$ cat src/rtl/spi_chan_pkg.sv
package spi_chan_pkg;

    typedef enum logic [1:0] {
        ST_IDLE   = 2'd0,
        ST_MSHIFT = 2'd1,
        ST_SSHIFT = 2'd2
    } spi_state_e;

    typedef struct packed {
        logic [2:0] div;
        logic       rie;
        logic       cpha;
        logic       cpol;
        logic       master;
        logic       en;
    } spi_ctrl_t;

    localparam logic [1:0] W_STAT = 2'd0;
    localparam logic [1:0] W_TXD  = 2'd1;
    localparam logic [1:0] W_RXD  = 2'd2;
    localparam logic [1:0] W_CTRL = 2'd3;

endpackage

$ cat src/rtl/spi_chan_clkgen.sv
module spi_chan_clkgen #(
    parameter int DIV_W = 3
) (
    input  logic             clk,
    input  logic             rst_n,
    input  logic             run,
    input  logic [DIV_W-1:0] div,
    input  logic             cpol,
    output logic             lead,
    output logic             trail,
    output logic             sclk
);
    localparam int CNT_W = (1 << DIV_W) - 1;

    logic [CNT_W-1:0] cnt_q;
    logic [CNT_W-1:0] half_m1;
    logic             phase_q;
    logic             tick;

    assign half_m1 = (CNT_W'(1) << div) - CNT_W'(1);
    assign tick    = run && (cnt_q == half_m1);
    assign lead    = tick && !phase_q;
    assign trail   = tick && phase_q;
    assign sclk    = cpol ^ (phase_q && run);

    always_ff @(posedge clk or negedge rst_n) begin
        if (!rst_n) begin
            cnt_q   <= '0;
            phase_q <= 1'b0;
        end else if (!run) begin
            cnt_q   <= '0;
            phase_q <= 1'b0;
        end else if (tick) begin
            cnt_q   <= '0;
            phase_q <= !phase_q;
        end else begin
            cnt_q   <= cnt_q + CNT_W'(1);
        end
    end
endmodule

$ cat src/rtl/spi_chan_sedge.sv
module spi_chan_sedge (
    input  logic clk,
    input  logic rst_n,
    input  logic sclk_i,
    input  logic sdi,
    input  logic ss_n,
    input  logic cpol,
    output logic ss_low,
    output logic sdi_s,
    output logic lead,
    output logic trail
);
    logic [1:0] ss_q;
    logic [1:0] sclk_q;
    logic [1:0] sdi_q;
    logic       lvl_q;
    logic       lvl;

    assign lvl    = sclk_q[1] ^ cpol;
    assign lead   = lvl && !lvl_q;
    assign trail  = !lvl && lvl_q;
    assign ss_low = !ss_q[1];
    assign sdi_s  = sdi_q[1];

    always_ff @(posedge clk or negedge rst_n) begin
        if (!rst_n) begin
            ss_q   <= 2'b11;
            sclk_q <= 2'b00;
            sdi_q  <= 2'b00;
            lvl_q  <= 1'b0;
        end else begin
            ss_q   <= {ss_q[0], ss_n};
            sclk_q <= {sclk_q[0], sclk_i};
            sdi_q  <= {sdi_q[0], sdi};
            lvl_q  <= lvl;
        end
    end
endmodule

$ cat src/rtl/spi_chan_shift.sv
module spi_chan_shift
    import spi_chan_pkg::*;
#(
    parameter int FRAME_W = 8
) (
    input  logic               clk,
    input  logic               rst_n,
    input  spi_ctrl_t          ctrl,
    input  logic               tx_full,
    input  logic [FRAME_W-1:0] tx_buf,
    input  logic               m_lead,
    input  logic               m_trail,
    input  logic               s_lead,
    input  logic               s_trail,
    input  logic               ss_low,
    input  logic               sdi_m,
    input  logic               sdi_s,
    output spi_state_e         state,
    output logic               load,
    output logic               frame_done,
    output logic [FRAME_W-1:0] rx_word,
    output logic               sdo
);
    localparam int BIT_W = $clog2(FRAME_W);
    localparam logic [BIT_W-1:0] LAST = BIT_W'(FRAME_W - 1);

    spi_state_e         state_q, state_d;
    logic [FRAME_W-1:0] sh_q;
    logic [BIT_W-1:0]   bit_q;
    logic               samp_q, sdo_q;
    logic               in_m, in_s, lead, trail, sdi_sel, shift_in;

    // state register
    always_ff @(posedge clk or negedge rst_n) begin
        if (!rst_n) state_q <= ST_IDLE;
        else        state_q <= state_d;
    end

    // transitions
    always_comb begin
        state_d = state_q;
        unique case (state_q)
            ST_IDLE: begin
                if (ctrl.en && ctrl.master && tx_full)     state_d = ST_MSHIFT;
                else if (ctrl.en && !ctrl.master && ss_low) state_d = ST_SSHIFT;
            end
            ST_MSHIFT: begin
                if (!ctrl.en || !ctrl.master || (m_trail && bit_q == LAST))
                    state_d = ST_IDLE;
            end
            ST_SSHIFT: begin
                if (!ctrl.en || ctrl.master || !ss_low) state_d = ST_IDLE;
            end
            default: state_d = ST_IDLE;
        endcase
    end

    // outputs
    always_comb begin
        in_m       = (state_q == ST_MSHIFT);
        in_s       = (state_q == ST_SSHIFT) && (state_d == ST_SSHIFT);
        lead       = in_m ? m_lead  : (in_s && s_lead);
        trail      = in_m ? m_trail : (in_s && s_trail);
        sdi_sel    = ctrl.master ? sdi_m : sdi_s;
        shift_in   = ctrl.cpha ? sdi_sel : samp_q;
        rx_word    = {sh_q[FRAME_W-2:0], shift_in};
        frame_done = trail && (bit_q == LAST) && (in_s || (ctrl.en && ctrl.master));
        load       = ((state_q == ST_IDLE) && (state_d != ST_IDLE)) || (in_s && frame_done);
    end

    always_ff @(posedge clk or negedge rst_n) begin
        if (!rst_n) begin
            sh_q   <= '0;
            bit_q  <= '0;
            samp_q <= 1'b0;
            sdo_q  <= 1'b0;
        end else if (load) begin
            sh_q   <= tx_buf;
            sdo_q  <= tx_buf[FRAME_W-1];
            bit_q  <= '0;
        end else begin
            if (lead) begin
                if (!ctrl.cpha) samp_q <= sdi_sel;
                else            sdo_q  <= sh_q[FRAME_W-1];
            end
            if (trail) begin
                sh_q  <= rx_word;
                bit_q <= bit_q + BIT_W'(1);
                if (!ctrl.cpha) sdo_q <= sh_q[FRAME_W-2];
            end
        end
    end

    assign state = state_q;
    assign sdo   = sdo_q;
endmodule

$ cat src/rtl/spi_chan.sv
module spi_chan
    import spi_chan_pkg::*;
#(
    parameter int FRAME_W = 8,
    parameter int DIV_W   = 3
) (
    input  logic        clk,
    input  logic        rst_n,
    input  logic [2:0]  reg_addr,
    input  logic        reg_wr,
    input  logic        reg_rd,
    input  logic [15:0] reg_wdata,
    output logic [15:0] reg_rdata,
    output logic        irq,
    output logic        sclk_o,
    input  logic        sclk_i,
    input  logic        ss_n,
    input  logic        sdi,
    output logic        sdo
);
    localparam int CTRL_W = $bits(spi_ctrl_t);

    spi_ctrl_t          ctrl_q;
    logic [FRAME_W-1:0] tx_buf_q, rx_buf_q, rx_word;
    logic               tx_full, rx_full;
    logic               m_lead, m_trail, s_lead, s_trail, ss_low, sdi_s;
    logic               load, frame_done, rd_rx, stat_b2;
    logic [1:0]         widx;
    spi_state_e         st;
    logic               unused_bits;

    assign widx        = reg_addr[2:1];
    assign rd_rx       = reg_rd && (widx == W_RXD);
    assign unused_bits = ^{reg_addr[0], reg_wdata[15:CTRL_W]};

    spi_chan_clkgen #(.DIV_W(DIV_W)) u_clk (
        .clk(clk), .rst_n(rst_n), .run(st == ST_MSHIFT), .div(ctrl_q.div),
        .cpol(ctrl_q.cpol), .lead(m_lead), .trail(m_trail), .sclk(sclk_o)
    );

    spi_chan_sedge u_sedge (
        .clk(clk), .rst_n(rst_n), .sclk_i(sclk_i), .sdi(sdi), .ss_n(ss_n),
        .cpol(ctrl_q.cpol), .ss_low(ss_low), .sdi_s(sdi_s), .lead(s_lead), .trail(s_trail)
    );

    spi_chan_shift #(.FRAME_W(FRAME_W)) u_shift (
        .clk(clk), .rst_n(rst_n), .ctrl(ctrl_q), .tx_full(tx_full), .tx_buf(tx_buf_q),
        .m_lead(m_lead), .m_trail(m_trail), .s_lead(s_lead), .s_trail(s_trail),
        .ss_low(ss_low), .sdi_m(sdi), .sdi_s(sdi_s), .state(st), .load(load),
        .frame_done(frame_done), .rx_word(rx_word), .sdo(sdo)
    );

    always_ff @(posedge clk or negedge rst_n) begin
        if (!rst_n) begin
            ctrl_q   <= '0;
            tx_buf_q <= '0;
            tx_full  <= 1'b0;
            rx_buf_q <= '0;
            rx_full  <= 1'b0;
        end else begin
            if (reg_wr && widx == W_CTRL) ctrl_q <= spi_ctrl_t'(reg_wdata[CTRL_W-1:0]);
            if (reg_wr && widx == W_TXD) begin
                tx_buf_q <= reg_wdata[FRAME_W-1:0];
                tx_full  <= 1'b1;
            end else if (load) begin
                tx_full  <= 1'b0;
            end
            if (frame_done) begin
                rx_buf_q <= rx_word;
                rx_full  <= 1'b1;
            end else if (rd_rx) begin
                rx_full  <= 1'b0;
            end
        end
    end

    assign stat_b2 = ctrl_q.master ? (st == ST_MSHIFT) : ss_low;
    assign irq     = rx_full && ctrl_q.rie;

    always_comb begin
        unique case (widx)
            W_STAT:  reg_rdata = {13'd0, stat_b2, rx_full, !tx_full};
            W_TXD:   reg_rdata = 16'(tx_buf_q);
            W_RXD:   reg_rdata = 16'(rx_buf_q);
            default: reg_rdata = 16'(ctrl_q);
        endcase
    end
endmodule

$ cat config.mk
export PLATFORM = sky130hd
export DESIGN_NAME = spi_chan
export DESIGN_NICKNAME = d
export VERILOG_FILES = /design/src/rtl/spi_chan_pkg.sv /design/src/rtl/spi_chan_clkgen.sv /design/src/rtl/spi_chan_sedge.sv /design/src/rtl/spi_chan_shift.sv /design/src/rtl/spi_chan.sv
export SDC_FILE = /design/constraint.sdc
export NUM_CORES = 1
export LEC_CHECK = 0
export ABC_CLOCK_PERIOD_IN_PS = 6700
export BUFFER_PORTS_ARGS = -buffer_cell sky130_fd_sc_hd__clkbuf_2
export CORE_ASPECT_RATIO = 1.2
export CORE_MARGIN = 2
export CORE_UTILIZATION = 38
export DETAILED_ROUTE_END_ITERATION = 16
export GPL_TIMING_DRIVEN = 0
export PLACE_DENSITY_LB_ADDON = 0.25
export SKIP_LAST_GASP = 1
export SLEW_MARGIN = 20
export SYNTH_ARGS = -nofsm -noshare
export SYNTH_HDL_FRONTEND = slang
export SYNTH_SLANG_ARGS = --single-unit
export TNS_END_PERCENT = 100
$ cat constraint.sdc
create_clock -name clk -period 6.7 [get_ports clk]
set_clock_uncertainty 0.15 [all_clocks]
set_input_delay 1.005 -clock clk [delete_from_list [all_inputs] [get_ports clk]]
set_output_delay 1.005 -clock clk [all_outputs]
set_load 0.02 [all_outputs]
==> flow_summary.ini, run 1 <==
[outcome]
status = complete, no violations

[clock_tree]
numCtsBuffers = 5
cts.path.max_buffers = 2
path_clk_slew_ps = 90
cts_num_sinks = 56
post_cts_buffers = 0
cts_max_level = 2
cts_hold_buf = 0
cts_resized = 0
clk_latency_ps = 310
root_buffer = clkbuf_8
cts_tree = yes

[timing]
max_slew_margin_pct = 60.0
final_max_slew_viol_count = 0
rsz0062_at_grt = no
finalCritPeriodShare_pct = 52.8
max_freq_mhz = 283
tightest_slew_ps = 592
fin_crit_ps = 3530
whs_ps = 209
hold_viol = 0
finalSetupViolations = 0
tns_ps = 0

[global_routing]
grt_first_pass_wirelength_um = 9720
grt_overflow = 0
grt_max_degree = 41
grt.total_usage_pct = 14.7
antenna_found_initial = 0
first_global_vias = 1973

[final_layout]
diodes = 0
layout_commonest_cell = dfrtp_1
finalNetCount = 318
final_cell_mix = dfrtp_1 (54), mux2_2 (29), clkbuf_2 (26)
area_growth_syn_to_layout_pct = 13.5
fillers = 700
drive_gt1_share_pct = 30.8

[min_path]
min_path_type = flop to flop

[detailed_routing]
dr.pass1.iters = 4
routedWlPerCell_um = 15.0
routed_via_density = 5.09
drc = 0
vias = 1928
routed_wl_um = 5690
drt-initial-drc-count = 91
ant_nets = 0

[synth]
synth-edff-count = 0
synth_flop_cell = dfrtp_1
synthCells = 246
syn-mean-instance-area_um2 = 11.6
async_flop_share_pct = 100
yosys_warnings = 0
yosysSeqAreaShare_pct = 49.3
syn_area_mm2 = 0.00285
synth.distinct_cells = 44
ys_ff_latch = 56

[critical_path]
critPathRequiredTime_ps = 5540
crit_arrival_ps = 2380
path_max_fanout = 10
crit_type = input port to primary output
path_buf_inv = 3
path_cells = clkbuf_2, buf_1, nor2b_1, a22o_1, clkbuf_2
critical_path.most_common_cell = clkbuf_2
crit_path_max_incr_delay_ps = 450
slowest_stage = buf_1
end_kind = primary output
crit_family = buffers and inverters
worst_setup_path_start_kind = input port

[placement]
dp_hpwl_um = 4170
gp_congestion = 0.753
portBuffers = 27

[flow_run]
max_cap_violations = 0

[power]
power_density_mw_per_mm2 = 264
power.sequential.fraction_pct = 51.7
p_switching_mw = 0.283
power_frac_comb_pct = 26.6
swShare_pct = 33.2
power.total_mw = 0.852
leakage_nw = 1.43
ir_worst_vdd_mv = 0.125
intPower_mw = 0.569
clockPowerShare_pct = 21.8

[floorplan]
initial_utilization_pct = 39.1
die-area_mm2 = 0.00821
num_rows = 34
die_x_um = 83.0
num_io_pins = 45
die_h_um = 98.8
coreArea_mm2 = 0.00727
area by class of cell:
class,count,area [um2],share of cell area (%)
clock buffer,6,72.6,2.24
clock inverter,2,16.3,0.503
tap,90,113,3.48
inverter,3,11.3,0.348
timing repair buffer,28,158,4.88
multi-input combinational,176,1340,41.4
sequential,56,1400,43.4
buffer,18,119,3.68
synth_stat cells (all sizes together) (2+ instances only):
master,instances,area (um2)
a31oi,3,18.8
nand2,21,78.8
o211ai,2,15.0
nor4b,2,17.5
nand2b,2,12.5
nor2b,3,18.8
ha,4,50.1
a21o,2,15.0
xor2,4,35.0
dfstp,2,52.6
o311ai,2,17.5
mux4,3,67.6
dfrtp,54,1350
nor2,20,75.1
nand3b,4,30.0
and2,2,12.5
xnor2,9,78.8
o21ai,12,63.8
mux2,29,327
a22o,5,43.8
inv,3,11.3
and3,3,18.8
nor3,5,30.0
nand3,3,15.0
buf,17,115
a21oi,5,25.0
mux2i,13,130
or3,2,12.5
final timing paths:
check | startpoint | endpoint | slack (ps) | depth (start not counted)
max in group asynchronous | rst_n | u_sedge.ss_q[0] | 5420 | 2
worst min-delay path | u_sedge.sclk_q[0] | u_sedge.sclk_q[1] | 210 | 0
worst max register to register | ctrl_q[7] | u_shift.sh_q[5] | 3440 | 12
min in group asynchronous | rst_n | u_clk.cnt_q[6] | 430 | 1
worst max-delay path | reg_addr[1] | reg_rdata[4] | 3170 | 5
worst min register to register | u_sedge.sclk_q[0] | u_sedge.sclk_q[1] | 210 | 0
worst register-to-register path: stages, from the launching register on:
cell and delay (ps):
dfrtp_1 400, buf_2 190, or3_1 380, ha_1 210, buf_6 140, xnor2_1 210
a21oi_1 120, a311oi_2 330, nand4_4 230, o22ai_4 300, buf_6 210, mux2i_1 220
o21ai_1 70
power by group through the flow:
stage               combinational, mW  sequential [mW]  clock (mW)
floorplan                       0.171            0.433           0
global placement                0.222            0.446           0
detailed placement              0.229            0.448           0
CTS                             0.229            0.441       0.194
global route                    0.255            0.450       0.206
finish                          0.226            0.440       0.185
routing by layer:
layer  GRT usage [%]  up-vias  part of all wire (%)
met5               0        -                     0
met4            5.80        0                   2.3
met3            3.02       11                   3.1
met2            23.7       34                    49
met1            19.7      939                    45
li1                -      944                     -
metrics by stage:
stage               utilization, %  setup slack (ps)  instances  cell area [um2]
detailed placement            43.2              3120        371             3140
finish                        44.4              3170        379             3230
floorplan                        -              3620        253             2870
global placement              42.9              3100        370             3120
global route                  44.4              3020        379             3230
CTS                           44.4              3120        379             3230
logic make-up (layout without fill, tap and decap cells):
| kind of cell | Yosys count | count (layout) | synth area share [%] |
|---|---|---|---|
| xor gates and xnor gates | 13 | 13 | 4.00 |
| AOI/OAI and AO/OA | 36 | 36 | 9.14 |
| adders and majority gates | 4 | 4 | 1.76 |
| and+or+nand+nor | 70 | 70 | 12.7 |
| DFF | 56 | 56 | 49.3 |
| other | 1 | 8 | 0.132 |
| buffers and inverters | 21 | 57 | 4.57 |
| muxes | 45 | 45 | 18.4 |
sequential cells by signal, indices dropped and copies added (netlist names):
name            cells
tx_buf_q            8
tx_full             1
u_sedge.ss_q        2
ctrl_q              8
u_sedge.sdi_q       2
u_sedge.lvl_q       1
u_shift.samp_q      1
u_sedge.sclk_q      2
u_clk.phase_q       1
rx_full             1
u_clk.cnt_q         7
u_shift.bit_q       3
u_shift.sh_q        8
u_shift.sdo         1
rx_buf_q            8
u_shift.state       2
(Power assumes the default switching activity.)
==> inputs of run 2 (changes only) <==
Settings changed: ABC_CLOCK_PERIOD_IN_PS 6700 to 3100.
Clock period 6.7 ns to 3.1 ns, I/O delays scaled along.
==> run 2 against run 1 <==
Compared with the run above: worst hold slack worse by 130 ps; first-iteration DRC count down 30%; critical path depth rose by 7; cell area grew 8.5%; total power increased by 130%; combinational power rose to 2.5 times the previous value; clock-buffer cell count unchanged.
==> flow_summary.ini, run 2 (synthesis gave the netlist of run 1 again) <==
[outcome]
status = complete, no violations

[detailed_routing]
routedWlPerCell_um = 15.1
dr.pass1.iters = 4
vias = 2055
drc = 0
drt-initial-drc-count = 64
routed_via_density = 5.15
ant_nets = 0
routed_wl_um = 6030

[flow_run]
max_cap_violations = 0

[timing]
whs_ps = 74.7
rsz0062_at_grt = yes
final_max_slew_viol_count = 0
finalSetupViolations = 0
max_slew_margin_pct = 61.2
tightest_slew_ps = 574
finalCritPeriodShare_pct = 97.6
hold_viol = 0
fin_crit_ps = 3030
max_freq_mhz = 330
tns_ps = 0

[final_layout]
diodes = 0
layout_commonest_cell = dfrtp_1
finalNetCount = 338
drive_gt1_share_pct = 36.6
area_growth_syn_to_layout_pct = 23.2
final_cell_mix = dfrtp_1 (54), mux2_2 (29), clkbuf_2 (26)

[floorplan]
die-area_mm2 = 0.00821
die_h_um = 98.8
initial_utilization_pct = 39.1
coreArea_mm2 = 0.00727
die_x_um = 83.0
num_io_pins = 45
num_rows = 34

[clock_tree]
cts_max_level = 2
path_clk_slew_ps = 100
numCtsBuffers = 5
cts_tree = yes
clk_latency_ps = 310
root_buffer = clkbuf_8
cts.path.max_buffers = 2
cts_num_sinks = 56

[power]
intPower_mw = 1.29
clockPowerShare_pct = 20.8
leakage_nw = 1.57
power.total_mw = 1.93
swShare_pct = 33.1
power.sequential.fraction_pct = 49.6
ir_worst_vdd_mv = 0.271
p_switching_mw = 0.639
power_density_mw_per_mm2 = 550
power_frac_comb_pct = 29.6

[critical_path]
worst_setup_path_start_kind = flop
slowest_stage = dfrtp_1
end_kind = flop
path_max_fanout = 9
critPathRequiredTime_ps = 3160
path_cells = buf_6, or3_4, ha_4, xnor2_2, nand3b_1, a311oi_2, nand4_4, buf_6, nor3_4, o21ai_4, buf_12, mux2_2
critical_path.most_common_cell = buf_6
crit_arrival_ps = 3080
crit_type = flop to flop
crit_path_max_incr_delay_ps = 410
r2r_slack_ps = 70

[placement]
portBuffers = 27
dp_hpwl_um = 4170
gp_congestion = 0.753

[global_routing]
grt.total_usage_pct = 15.2
antenna_found_initial = 0
grt_max_degree = 41
grt_first_pass_wirelength_um = 10000
grt_overflow = 0
first_global_vias = 2037

[min_path]
min_path_type = input port to flop
==> run 2: changes by cell type in the layout (fill, tap and decap cells not counted), sizes merged <==
| cell | delta |
|---|---|
| dlygate4sd3 | +1 |
| buf | +19 |
==> run 2: final timing paths <==
| path | from | to | cells past startpoint |
|---|---|---|---|
| min in group asynchronous | rst_n | u_clk.cnt_q[6] | 2 |
| max in group asynchronous | rst_n | u_sedge.ss_q[0] | 3 |
| setup reg to reg | ctrl_q[7] | rx_buf_q[1] | 12 |
| setup / recovery | ctrl_q[7] | rx_buf_q[1] | 12 |
| hold / removal | ss_n | u_sedge.ss_q[0] | 1 |
| hold reg to reg | u_sedge.sclk_q[0] | u_sedge.sclk_q[1] | 0 |
==> run 2: critical path, delay by kind of cell, from the launching register on <==
| family | cells | cell delay [ps] |
|---|---|---|
| fa+ha+maj | 1 | 190 |
| mux | 1 | 270 |
| simple gates | 4 | 890 |
| xor+xnor | 1 | 140 |
| flops | 1 | 410 |
| compound gates | 2 | 420 |
| buf+inv | 3 | 450 |
==> run 2: power groups by stage <==
stage | Sequential [mW] | Clock (mW) | Combinational (mW)
2_1_floorplan | 0.935 | 0 | 0.369
3_3_place_gp | 0.964 | 0 | 0.479
3_5_place_dp | 0.968 | 0 | 0.494
4_1_cts | 0.952 | 0.418 | 0.519
5_1_grt | 0.974 | 0.445 | 0.636
6_report | 0.957 | 0.401 | 0.572
==> run 2: area by class of cell <==
| class | count | area (um2) |
|---|---|---|
| Fill cell | 675 | 3770 |
| Clock inverter | 2 | 16.3 |
| Timing Repair Buffer | 49 | 374 |
| Multi-Input combinational cell | 176 | 1390 |
| Inverter | 3 | 11.3 |
| Tap cell | 90 | 113 |
| Buffer | 17 | 130 |
| Sequential cell | 56 | 1400 |
| Clock buffer | 6 | 72.6 |
==> run 2: repair_timing <==
item / in CTS / in global routing
endpoints found under the hold margin: 16 / 0
cloned: 1 / 0
resized for setup: 7 / 13
hold buffers: 1 / 0
pin swaps: 5 / 6
buffers inserted: 9 / 11
setup endpoints to repair: 19 / 22
==> run 2: layer usage <==
layer	GRT usage, %	wire length (um)
met1	20.2	2670
met2	24.7	3040
met3	3.02	182
met4	5.80	133
met5	0	0
==> run 2: metrics by stage <==
| stage | cell area, um2 | instances | utilization (%) | setup slack (ps) |
|---|---|---|---|---|
| after CTS | 3390 | 390 | 46.6 | -20.2 |
| after global placement | 3120 | 370 | 42.9 | -165 |
| after global routing | 3510 | 399 | 48.2 | -68.2 |
| after floorplan | 2870 | 253 | - | 144 |
| final | 3510 | 399 | 48.2 | 72.9 |
| after detailed placement | 3140 | 371 | 43.2 | -194 |
==> inputs of run 3 (changes only) <==
Settings changed: MAX_ROUTING_LAYER set to met4.
==> run 3 against run 2 <==
Compared with the run above: setup slack got worse by 6.9 ps; clock power barely moved; total power rose by 0.30%; first-iteration DRC count fell by 11%; final cell count rose by 0.25%; clock-buffer cell count did not move; non-clock buffer count rose by 1; core utilization rose by 0.10 points; critical path type unchanged; critical endpoint unchanged; largest cell class unchanged; largest power group unchanged.
==> flow_summary.ini, run 3 (synthesis gave the netlist of run 1 again) <==
[clock_tree]
cts_max_level = 2
cts.path.max_buffers = 2
path_clk_slew_ps = 100
clk_latency_ps = 310
cts_num_sinks = 56
numCtsBuffers = 5
root_buffer = clkbuf_8
cts_tree = yes

[critical_path]
end_kind = flop
worst_setup_path_start_kind = flop
path_max_fanout = 9
crit_family = simple AND/OR/NAND/NOR gates
path_buf_inv = 3
path_cells = buf_6, or3_4, ha_4, xnor2_2, nand3b_1, a311oi_2, nand4_4, buf_6, nor3_4, o21ai_4, buf_12, mux2_2
critPathRequiredTime_ps = 3160
crit_arrival_ps = 3090
crit_path_max_incr_delay_ps = 410
slowest_stage = dfrtp_1
crit_type = flop to flop
critical_path.most_common_cell = buf_6

[power]
clockPowerShare_pct = 20.8
intPower_mw = 1.30
power.sequential.fraction_pct = 49.4
ir_worst_vdd_mv = 0.272
power_frac_comb_pct = 29.8
power.total_mw = 1.94
power_density_mw_per_mm2 = 551
swShare_pct = 33.1
p_switching_mw = 0.640
leakage_nw = 1.58

[final_layout]
fillers = 674
finalNetCount = 339
final_cell_count_no_fill = 400
diodes = 0
final_util_pct = 48.3
area_growth_syn_to_layout_pct = 23.5
drive_gt1_share_pct = 36.8
layout_commonest_cell = dfrtp_1
final_cell_mix = dfrtp_1 (54), mux2_2 (29), clkbuf_2 (26)

[global_routing]
first_global_vias = 2035
grt_max_degree = 41
antenna_found_initial = 0
grt.total_usage_pct = 15.7
grt_first_pass_wirelength_um = 10100
grt_overflow = 0

[timing]
tns_ps = 0
final_max_slew_viol_count = 0
max_slew_margin_pct = 61.1
rsz0062_at_grt = yes
setup_slack_ps = 66.0
finalCritPeriodShare_pct = 97.9
max_freq_mhz = 330
hold_viol = 0
tightest_slew_ps = 575
fin_crit_ps = 3030
finalSetupViolations = 0

[detailed_routing]
routed_via_density = 5.14
routed_wl_um = 6060
dr.pass1.iters = 4
drt-initial-drc-count = 57
vias = 2054
drc = 0
routedWlPerCell_um = 15.2
ant_nets = 0

[placement]
portBuffers = 27
dp_hpwl_um = 4170
gp_congestion = 0.762
dp_slack_ps = -194
dp.cells = 371

[floorplan]
coreArea_mm2 = 0.00727
die_x_um = 83.0
num_rows = 34
die-area_mm2 = 0.00821
die_h_um = 98.8
initial_utilization_pct = 39.1
num_io_pins = 45

[min_path]
min_path_type = input port to flop

[flow_run]
max_cap_violations = 0

[outcome]
status = complete, no violations
-- run 3: changes by cell type in the layout (fill, tap and decap cells not counted) --
cell   before  now
buf_4      22   23
-- run 3: what timing repair did --
| item | 4_1_cts | 5_1_grt |
|---|---|---|
| endpoints found under the setup margin | 19 | 22 |
| pin swaps | 5 | 7 |
| buffers inserted | 9 | 12 |
| endpoints found under the hold margin | 16 | 0 |
| gates cloned | 1 | 0 |
| resized for setup | 7 | 13 |
| hold buffers | 1 | 0 |
-- run 3: layout make-up --
| type | count | area, um2 | share of cell area, % |
|---|---|---|---|
| clock inverter | 2 | 16.3 | 0.463 |
| multi-input combinational | 176 | 1390 | 39.5 |
| buffer | 17 | 130 | 3.70 |
| clock buffer | 6 | 72.6 | 2.06 |
| inverter | 3 | 11.3 | 0.320 |
| timing repair buffer | 50 | 382 | 10.9 |
| sequential | 56 | 1400 | 39.9 |
| tap | 90 | 113 | 3.20 |
-- run 3: power by group through the flow --
stage,Clock (mW),Sequential [mW],Combinational [mW]
floorplan,0,0.935,0.369
global placement,0,0.964,0.479
detailed placement,0,0.968,0.494
CTS,0.418,0.952,0.519
global route,0.444,0.974,0.642
finish,0.402,0.957,0.577
-- run 3: worst register-to-register path, cell delays in order (launching register included) --
cell	delay, ps
dfrtp_1	410
buf_6	130
or3_4	390
ha_4	200
xnor2_2	140
nand3b_1	170
a311oi_2	330
nand4_4	190
buf_6	170
nor3_4	140
o21ai_4	90
buf_12	150
mux2_2	270
-- run 3: path summary, 6_finish.rpt --
| kind | from | to | slack, ps | cells past startpoint |
|---|---|---|---|---|
| min in group asynchronous | rst_n | u_clk.cnt_q[6] | 430 | 2 |
| setup / recovery | ctrl_q[7] | rx_buf_q[1] | 70 | 12 |
| max in group asynchronous | rst_n | u_sedge.ss_q[0] | 1820 | 3 |
| setup reg to reg | ctrl_q[7] | rx_buf_q[1] | 70 | 12 |
| hold reg to reg | u_sedge.sclk_q[0] | u_sedge.sclk_q[1] | 210 | 0 |
| hold / removal | ss_n | u_sedge.ss_q[0] | 80 | 1 |
-- run 3: layer usage --
layer  vias up  global-route usage, %  share of wire (%)
met5         -                      -                  0
met1      1027                   20.2                 45
met4         0                   5.80                2.2
li1        984                      -                  -
met3        11                   2.93                2.9
met2        32                   24.8                 50
-- run 3: per-stage QoR --
step | area [um2] | hold slack [ps]
floorplan | 2870 | 19.4
global placement | 3120 | 185
detailed placement | 3140 | 186
CTS | 3390 | 64.8
global route | 3520 | 62.2
finish | 3520 | 75.7
